`src/rtl/drt_pkg.sv`:
```
package drt_pkg;

    typedef enum logic [2:0] {
        PH_IDLE,
        PH_LOAD,
        PH_FIRST,
        PH_SECOND,
        PH_LOOP
    } phase_e;

    typedef enum logic [1:0] {
        A_CTRL  = 2'd0,
        A_COUNT = 2'd1,
        A_RLD0  = 2'd2,
        A_RLD1  = 2'd3
    } reg_addr_e;

    localparam int CTRL_EN_BIT      = 0;
    localparam int CTRL_ONESHOT_BIT = 1;
    localparam int CTRL_PRESET_BIT  = 2;

    typedef struct packed {
        logic start;
        logic stop;
        logic oneshot;
        logic preset_we;
        logic preset_val;
        logic cnt_we;
    } cmd_t;

    typedef struct packed {
        logic underflow;
        logic irq_evt;
        logic start_toggle;
    } evt_t;

    function automatic logic is_counting(input phase_e ph);
        return (ph == PH_FIRST) || (ph == PH_SECOND) || (ph == PH_LOOP);
    endfunction

endpackage

```
`src/rtl/drt_regs.sv`:
```
module drt_regs
    import drt_pkg::*;
#(
    parameter int CNT_W = 16
) (
    input  logic             clk,
    input  logic             rst,
    input  logic             wr_en,
    input  logic [1:0]       wr_addr,
    input  logic [CNT_W-1:0] wr_data,
    input  logic             ext_start,
    input  logic             running,
    output cmd_t             cmd,
    output logic [CNT_W-1:0] reload0,
    output logic [CNT_W-1:0] reload1
);

    logic mode_q;
    logic ctrl_wr;

    assign ctrl_wr = wr_en && (wr_addr == A_CTRL);

    always_comb begin
        cmd            = '0;
        cmd.start      = !running && (ctrl_wr ? wr_data[CTRL_EN_BIT] : ext_start);
        cmd.stop       = running && ctrl_wr && !wr_data[CTRL_EN_BIT];
        cmd.oneshot    = ctrl_wr ? wr_data[CTRL_ONESHOT_BIT] : mode_q;
        cmd.preset_we  = !running && ctrl_wr;
        cmd.preset_val = wr_data[CTRL_PRESET_BIT];
        cmd.cnt_we     = !running && wr_en && (wr_addr == A_COUNT);
    end

    always_ff @(posedge clk) begin
        if (rst) begin
            mode_q  <= 1'b0;
            reload0 <= '0;
            reload1 <= '0;
        end else begin
            if (cmd.preset_we)
                mode_q <= wr_data[CTRL_ONESHOT_BIT];
            if (wr_en && (wr_addr == A_RLD0))
                reload0 <= wr_data;
            if (wr_en && (wr_addr == A_RLD1))
                reload1 <= wr_data;
        end
    end

endmodule

```
`src/rtl/drt_seq.sv`:
```
module drt_seq
    import drt_pkg::*;
#(
    parameter int CNT_W = 16
) (
    input  logic             clk,
    input  logic             rst,
    input  cmd_t             cmd,
    input  logic             cnt_tick,
    input  logic [CNT_W-1:0] wr_data,
    input  logic [CNT_W-1:0] reload0,
    input  logic [CNT_W-1:0] reload1,
    output logic [CNT_W-1:0] cnt_value,
    output logic             running,
    output evt_t             evt
);

    phase_e           phase_q;
    logic             at_zero;
    logic             step;

    assign at_zero = (cnt_value == '0);
    assign step    = cnt_tick && !cmd.stop;
    assign running = (phase_q != PH_IDLE);

    always_comb begin
        evt              = '0;
        evt.underflow    = step && is_counting(phase_q) && at_zero;
        evt.irq_evt      = evt.underflow && (phase_q != PH_FIRST);
        evt.start_toggle = cmd.start && !cmd.oneshot;
    end

    always_ff @(posedge clk) begin
        if (rst) begin
            phase_q   <= PH_IDLE;
            cnt_value <= '0;
        end else if (cmd.start) begin
            phase_q <= cmd.oneshot ? PH_LOAD : PH_LOOP;
        end else if (cmd.stop) begin
            phase_q <= PH_IDLE;
        end else if (phase_q == PH_IDLE) begin
            if (cmd.cnt_we)
                cnt_value <= wr_data;
        end else if (step) begin
            unique case (phase_q)
                PH_LOAD: begin
                    cnt_value <= reload0;
                    phase_q   <= PH_FIRST;
                end
                PH_FIRST: begin
                    if (at_zero) begin
                        cnt_value <= reload1;
                        phase_q   <= PH_SECOND;
                    end else begin
                        cnt_value <= cnt_value - 1'b1;
                    end
                end
                PH_SECOND: begin
                    if (at_zero)
                        phase_q <= PH_IDLE;
                    else
                        cnt_value <= cnt_value - 1'b1;
                end
                PH_LOOP: begin
                    if (at_zero)
                        cnt_value <= reload0;
                    else
                        cnt_value <= cnt_value - 1'b1;
                end
                default: phase_q <= PH_IDLE;
            endcase
        end
    end

endmodule

```
`src/rtl/drt_outff.sv`:
```
module drt_outff
    import drt_pkg::*;
(
    input  logic clk,
    input  logic rst,
    input  cmd_t cmd,
    input  evt_t evt,
    output logic tmr_out,
    output logic irq
);

    always_ff @(posedge clk) begin
        if (rst) begin
            tmr_out <= 1'b0;
            irq     <= 1'b0;
        end else begin
            irq <= evt.irq_evt;
            if (cmd.preset_we)
                tmr_out <= cmd.preset_val ^ evt.start_toggle;
            else if (evt.start_toggle || evt.underflow)
                tmr_out <= !tmr_out;
        end
    end

endmodule

```
`src/rtl/dual_reload_timer.sv`:
```
module dual_reload_timer
    import drt_pkg::*;
#(
    parameter int CNT_W = 16
) (
    input  logic             clk,
    input  logic             rst,
    input  logic             wr_en,
    input  logic [1:0]       wr_addr,
    input  logic [CNT_W-1:0] wr_data,
    input  logic             cnt_tick,
    input  logic             ext_start,
    output logic             tmr_out,
    output logic             irq,
    output logic [CNT_W-1:0] cnt_value,
    output logic             running
);

    cmd_t             cmd;
    evt_t             evt;
    logic [CNT_W-1:0] reload0;
    logic [CNT_W-1:0] reload1;

    drt_regs #(.CNT_W(CNT_W)) u_regs (
        .clk       (clk),
        .rst       (rst),
        .wr_en     (wr_en),
        .wr_addr   (wr_addr),
        .wr_data   (wr_data),
        .ext_start (ext_start),
        .running   (running),
        .cmd       (cmd),
        .reload0   (reload0),
        .reload1   (reload1)
    );

    drt_seq #(.CNT_W(CNT_W)) u_seq (
        .clk       (clk),
        .rst       (rst),
        .cmd       (cmd),
        .cnt_tick  (cnt_tick),
        .wr_data   (wr_data),
        .reload0   (reload0),
        .reload1   (reload1),
        .cnt_value (cnt_value),
        .running   (running),
        .evt       (evt)
    );

    drt_outff u_out (
        .clk     (clk),
        .rst     (rst),
        .cmd     (cmd),
        .evt     (evt),
        .tmr_out (tmr_out),
        .irq     (irq)
    );

endmodule

```
`config.mk`:
```
export PLATFORM = sky130hd
export DESIGN_NAME = dual_reload_timer
export DESIGN_NICKNAME = d
export VERILOG_FILES = /design/src/rtl/drt_pkg.sv /design/src/rtl/drt_regs.sv /design/src/rtl/drt_seq.sv /design/src/rtl/drt_outff.sv /design/src/rtl/dual_reload_timer.sv
export SDC_FILE = /design/constraint.sdc
export NUM_CORES = 1
export LEC_CHECK = 0
export ABC_AREA = 1
export BUFFER_PORTS_ARGS = -buffer_cell sky130_fd_sc_hd__buf_4
export CORE_UTILIZATION = 51
export DETAILED_ROUTE_END_ITERATION = 10
export PLACE_DENSITY = 0.8
export SYNTH_ARGS = -nofsm -noshare
export SYNTH_HDL_FRONTEND = slang
export SYNTH_HIERARCHICAL = 1
export SYNTH_SLANG_ARGS = --single-unit
```
`constraint.sdc`:
```
create_clock -name clk -period 2.3 [get_ports clk]
set_input_delay 0.23 -clock clk [delete_from_list [all_inputs] [get_ports clk]]
set_output_delay 0.23 -clock clk [all_outputs]
set_load 0.01 [all_outputs]
```
==> flow_metrics.tcl <==
set metrics [dict create \
    critPathLaunch "u_seq/phase_q[0]" \
    viasPerCell 5.59 \
    vias 3555 \
    drc 0 \
    grt_pass1_vias 3065 \
    setup_tns_ps 0 \
    dp_hpwl_mm 6.45 \
    wl_per_cell_um 14.4 \
    critPathMaxFanout 16 \
    row_count 29 \
    slew_headroom 0.637 \
    pre_cts_slack_ps 264 \
    routabilityCongestion 0.929 \
    yosys.area_share.simple 0.424 \
    post_cts_buffers 0 \
    cp-start-kind "flip-flop" \
    drtAntennaViolNets 0 \
    nets 583 \
    crit_path_frequent_cell "nor2_1" \
    slowest_stage "nor2_1" \
    status "complete, no violations" \
    synthMuxAreaShare 0 \
    p_leak_uw 0.00174 \
    end_kind "flip-flop" \
    synth_xor_area_frac 0.0210 \
    power.internal_uw 1710 \
    hold_end "u_regs/reload1[3]" \
    mostFrequentLayoutCells "nand2_1, nor2_1, dfxtp_1, buf_4, o21ai_0" \
    ios 42 \
    met1_length_mm 4.11 \
    synthCells 523 \
    syn-cell-area_um2 3340 \
    layout_min_cycle_time_ps 2130 \
    seqPwrFrac 0.364 \
    cts_sinks 54 \
    dp.cells 627 \
    fin_worst_skew_ps 9.27 \
    syn2layout_area_growth_pct 12.9 \
    wirelength_mm 9.14 \
    htreeDepth 2 \
    worst_slew_pin_slew_ps 542 \
    crit_chain "nor2_2 -> nand2_2 -> inv_1 -> nor3_1 -> nor2_1 -> nand4_4 -> nor2_1 -> nand2_1 -> a21oi_1" \
    final_common_cell "nand2_1" \
    r2r-end "u_seq/cnt_value[5]" \
    worstHoldStart "wr_data[3]" \
    io_buffers 41 \
    synth-compound-area-share 0.134 \
    clkPwrFrac 0.189 \
    antenna_found_initial 0 \
    synth_area_per_cell_um2 6.38 \
    period_share 0.925 \
    cp.required_ps 2550 \
    hold_ws_ps 164 \
    top_layer_used "met4" \
    r2r-start "u_seq/phase_q[0]" \
    drv_slew 0 \
    first_pass_iters 5 \
    n_antenna_cell 0 \
    globalRouteOverflowTotal 0 \
    cts_tree "done" \
    timing.final.ws_setup_ps 172 \
    synth_top_family_by_area "simple AND/OR/NAND/NOR gates" \
    synth_fa_ha_area_frac 0.00750 \
    finalHoldViolCount 0 \
    rsz0062_at_grt "true" \
    final_util 0.596 \
    cts_root_buffer "clkbuf_8" \
    post_route_cells_drive_above_1_share 0.165 \
    clk_pin_slew_ps 100 \
    die_x_um 82.9 \
    clk_latency_ps 320 \
    switching_share 0.427 \
    cp.arrival_ps 2380 \
    p_per_area_nw_per_um2 795 \
    ir_drop_mv 0.513 \
    switchingPower_uw 1280 \
    setup_viol 0 \
    grt.total_usage 0.261 \
    fp.coreArea_um2 6310 \
    cts_made_buffers 5 \
    rrSetupSlack_ps 170 \
    syn_nets 548 \
    grt_max_degree 34 \
    comb_power_share 0.447 \
    dieArea_um2 6870 \
    clock.fmax_mhz 470 \
    synth.distinct_cells 33 \
    hold-path-cell-count 3 \
    layoutNonFillerInstCount 636 \
    hold_path.class "in2reg" \
    cts_buffer_depth 2 \
    max_stage_delay_ps 440 \
    ys_seq_area_frac 0.324 \
    initial_core_util 0.528 \
    drt_iter0_drc 507 \
    grt_pass1_wl_mm 14.7 \
    yosysWarnings 6 \
    met3_length_um 869 \
    reg2reg_depth 9 \
    wl_met2_mm 3.99 \
    die_y_um 82.9 \
    maxCapViolCount 0 \
    ys_ff_latch 54 \
    critPathKind "reg2reg" \
]
[sequential cells by signal (all words and copies together), names as in the netlist]
name             flops
u_seq/cnt_value     16
u_regs/reload0      16
u_seq/phase_q        3
u_out/irq            1
u_out/tmr_out        1
u_regs/reload1      16
u_regs/mode_q        1
[worst max-delay path by stage]
stage / end / depth (start not counted)
CTS: u_seq/cnt_value[13] / 11
detailed placement: u_seq/cnt_value[0] / 11
global placement: u_seq/cnt_value[1] / 11
finish: u_seq/cnt_value[5] / 9
global route: u_seq/cnt_value[5] / 9
floorplan: u_seq/phase_q[2] / 13
[per-stage QoR]
| step | total power, uW | area [um^2] |
|---|---|---|
| CTS | 2960 | 3740 |
| floorplan | 2080 | 3340 |
| global placement | 2370 | 3650 |
| detailed placement | 2390 | 3650 |
| global route | 3180 | 3760 |
| finish | 2990 | 3760 |
[worst max-delay path: cells and delay by family, from the launching register on]
family,cells,cell delay [ps]
and+or+nand+nor,7,1430
DFF,1,380
AOI/OAI and AO/OA,1,130
buffers and inverters,1,120
[synth_stat cells (all sizes together)]
master / count / area share
o21bai: 1 / 0.0023
nor2: 133 / 0.18
nand3: 29 / 0.050
xnor2: 3 / 0.0079
o211ai: 1 / 0.0023
o21a: 1 / 0.0023
ha: 2 / 0.0075
o21ai: 46 / 0.069
clkbuf: 4 / 0.0045
nand3b: 6 / 0.014
buf: 14 / 0.032
inv: 47 / 0.053
nand4: 8 / 0.020
dfxtp: 54 / 0.32
nor3: 4 / 0.0060
a21oi: 28 / 0.042
o32ai: 5 / 0.013
nand2: 130 / 0.15
or2: 1 / 0.0019
a21boi: 1 / 0.0034
xor2: 5 / 0.013
[kinds of logic (layout without fill, tap and decap cells)]
| logic type | count (synthesis) | count (layout) |
|---|---|---|
| simple gates | 311 | 312 |
| compound gates | 83 | 83 |
| buf+inv | 65 | 100 |
| flops | 54 | 54 |
| xor+xnor | 8 | 8 |
| fa+ha+maj | 2 | 2 |
[final cells by class]
class | count | area, um^2
well taps | 77 | 96.3
flip-flops and latches | 54 | 1080
repair buffers | 45 | 338
fillers | 598 | 2550
inverters | 47 | 176
clock buffers | 6 | 82.6
clock inverters | 2 | 12.5
multi-input cells | 405 | 1980
[per-layer routing]
metal | up-vias | track usage
met5 | - | 0
met4 | 0 | 0.0846
met3 | 23 | 0.0507
met2 | 179 | 0.385
met1 | 1611 | 0.381
li1 | 1742 | -
[power by group through the flow]
stage | Clock (uW) | Sequential [uW] | Combinational, uW
2_1_floorplan | 0 | 1110 | 968
3_3_place_gp | 0 | 1110 | 1260
3_5_place_dp | 0 | 1110 | 1280
4_1_cts | 578 | 1090 | 1290
5_1_grt | 612 | 1100 | 1470
6_report | 567 | 1090 | 1340
[timing repair]
action / CTS / global route
resized for setup: 0 / 1
endpoints found under the setup margin: 0 / 10
hold buffers: 0 / 0
endpoints found under the hold margin: 0 / 0
(Power assumes the default switching activity.)
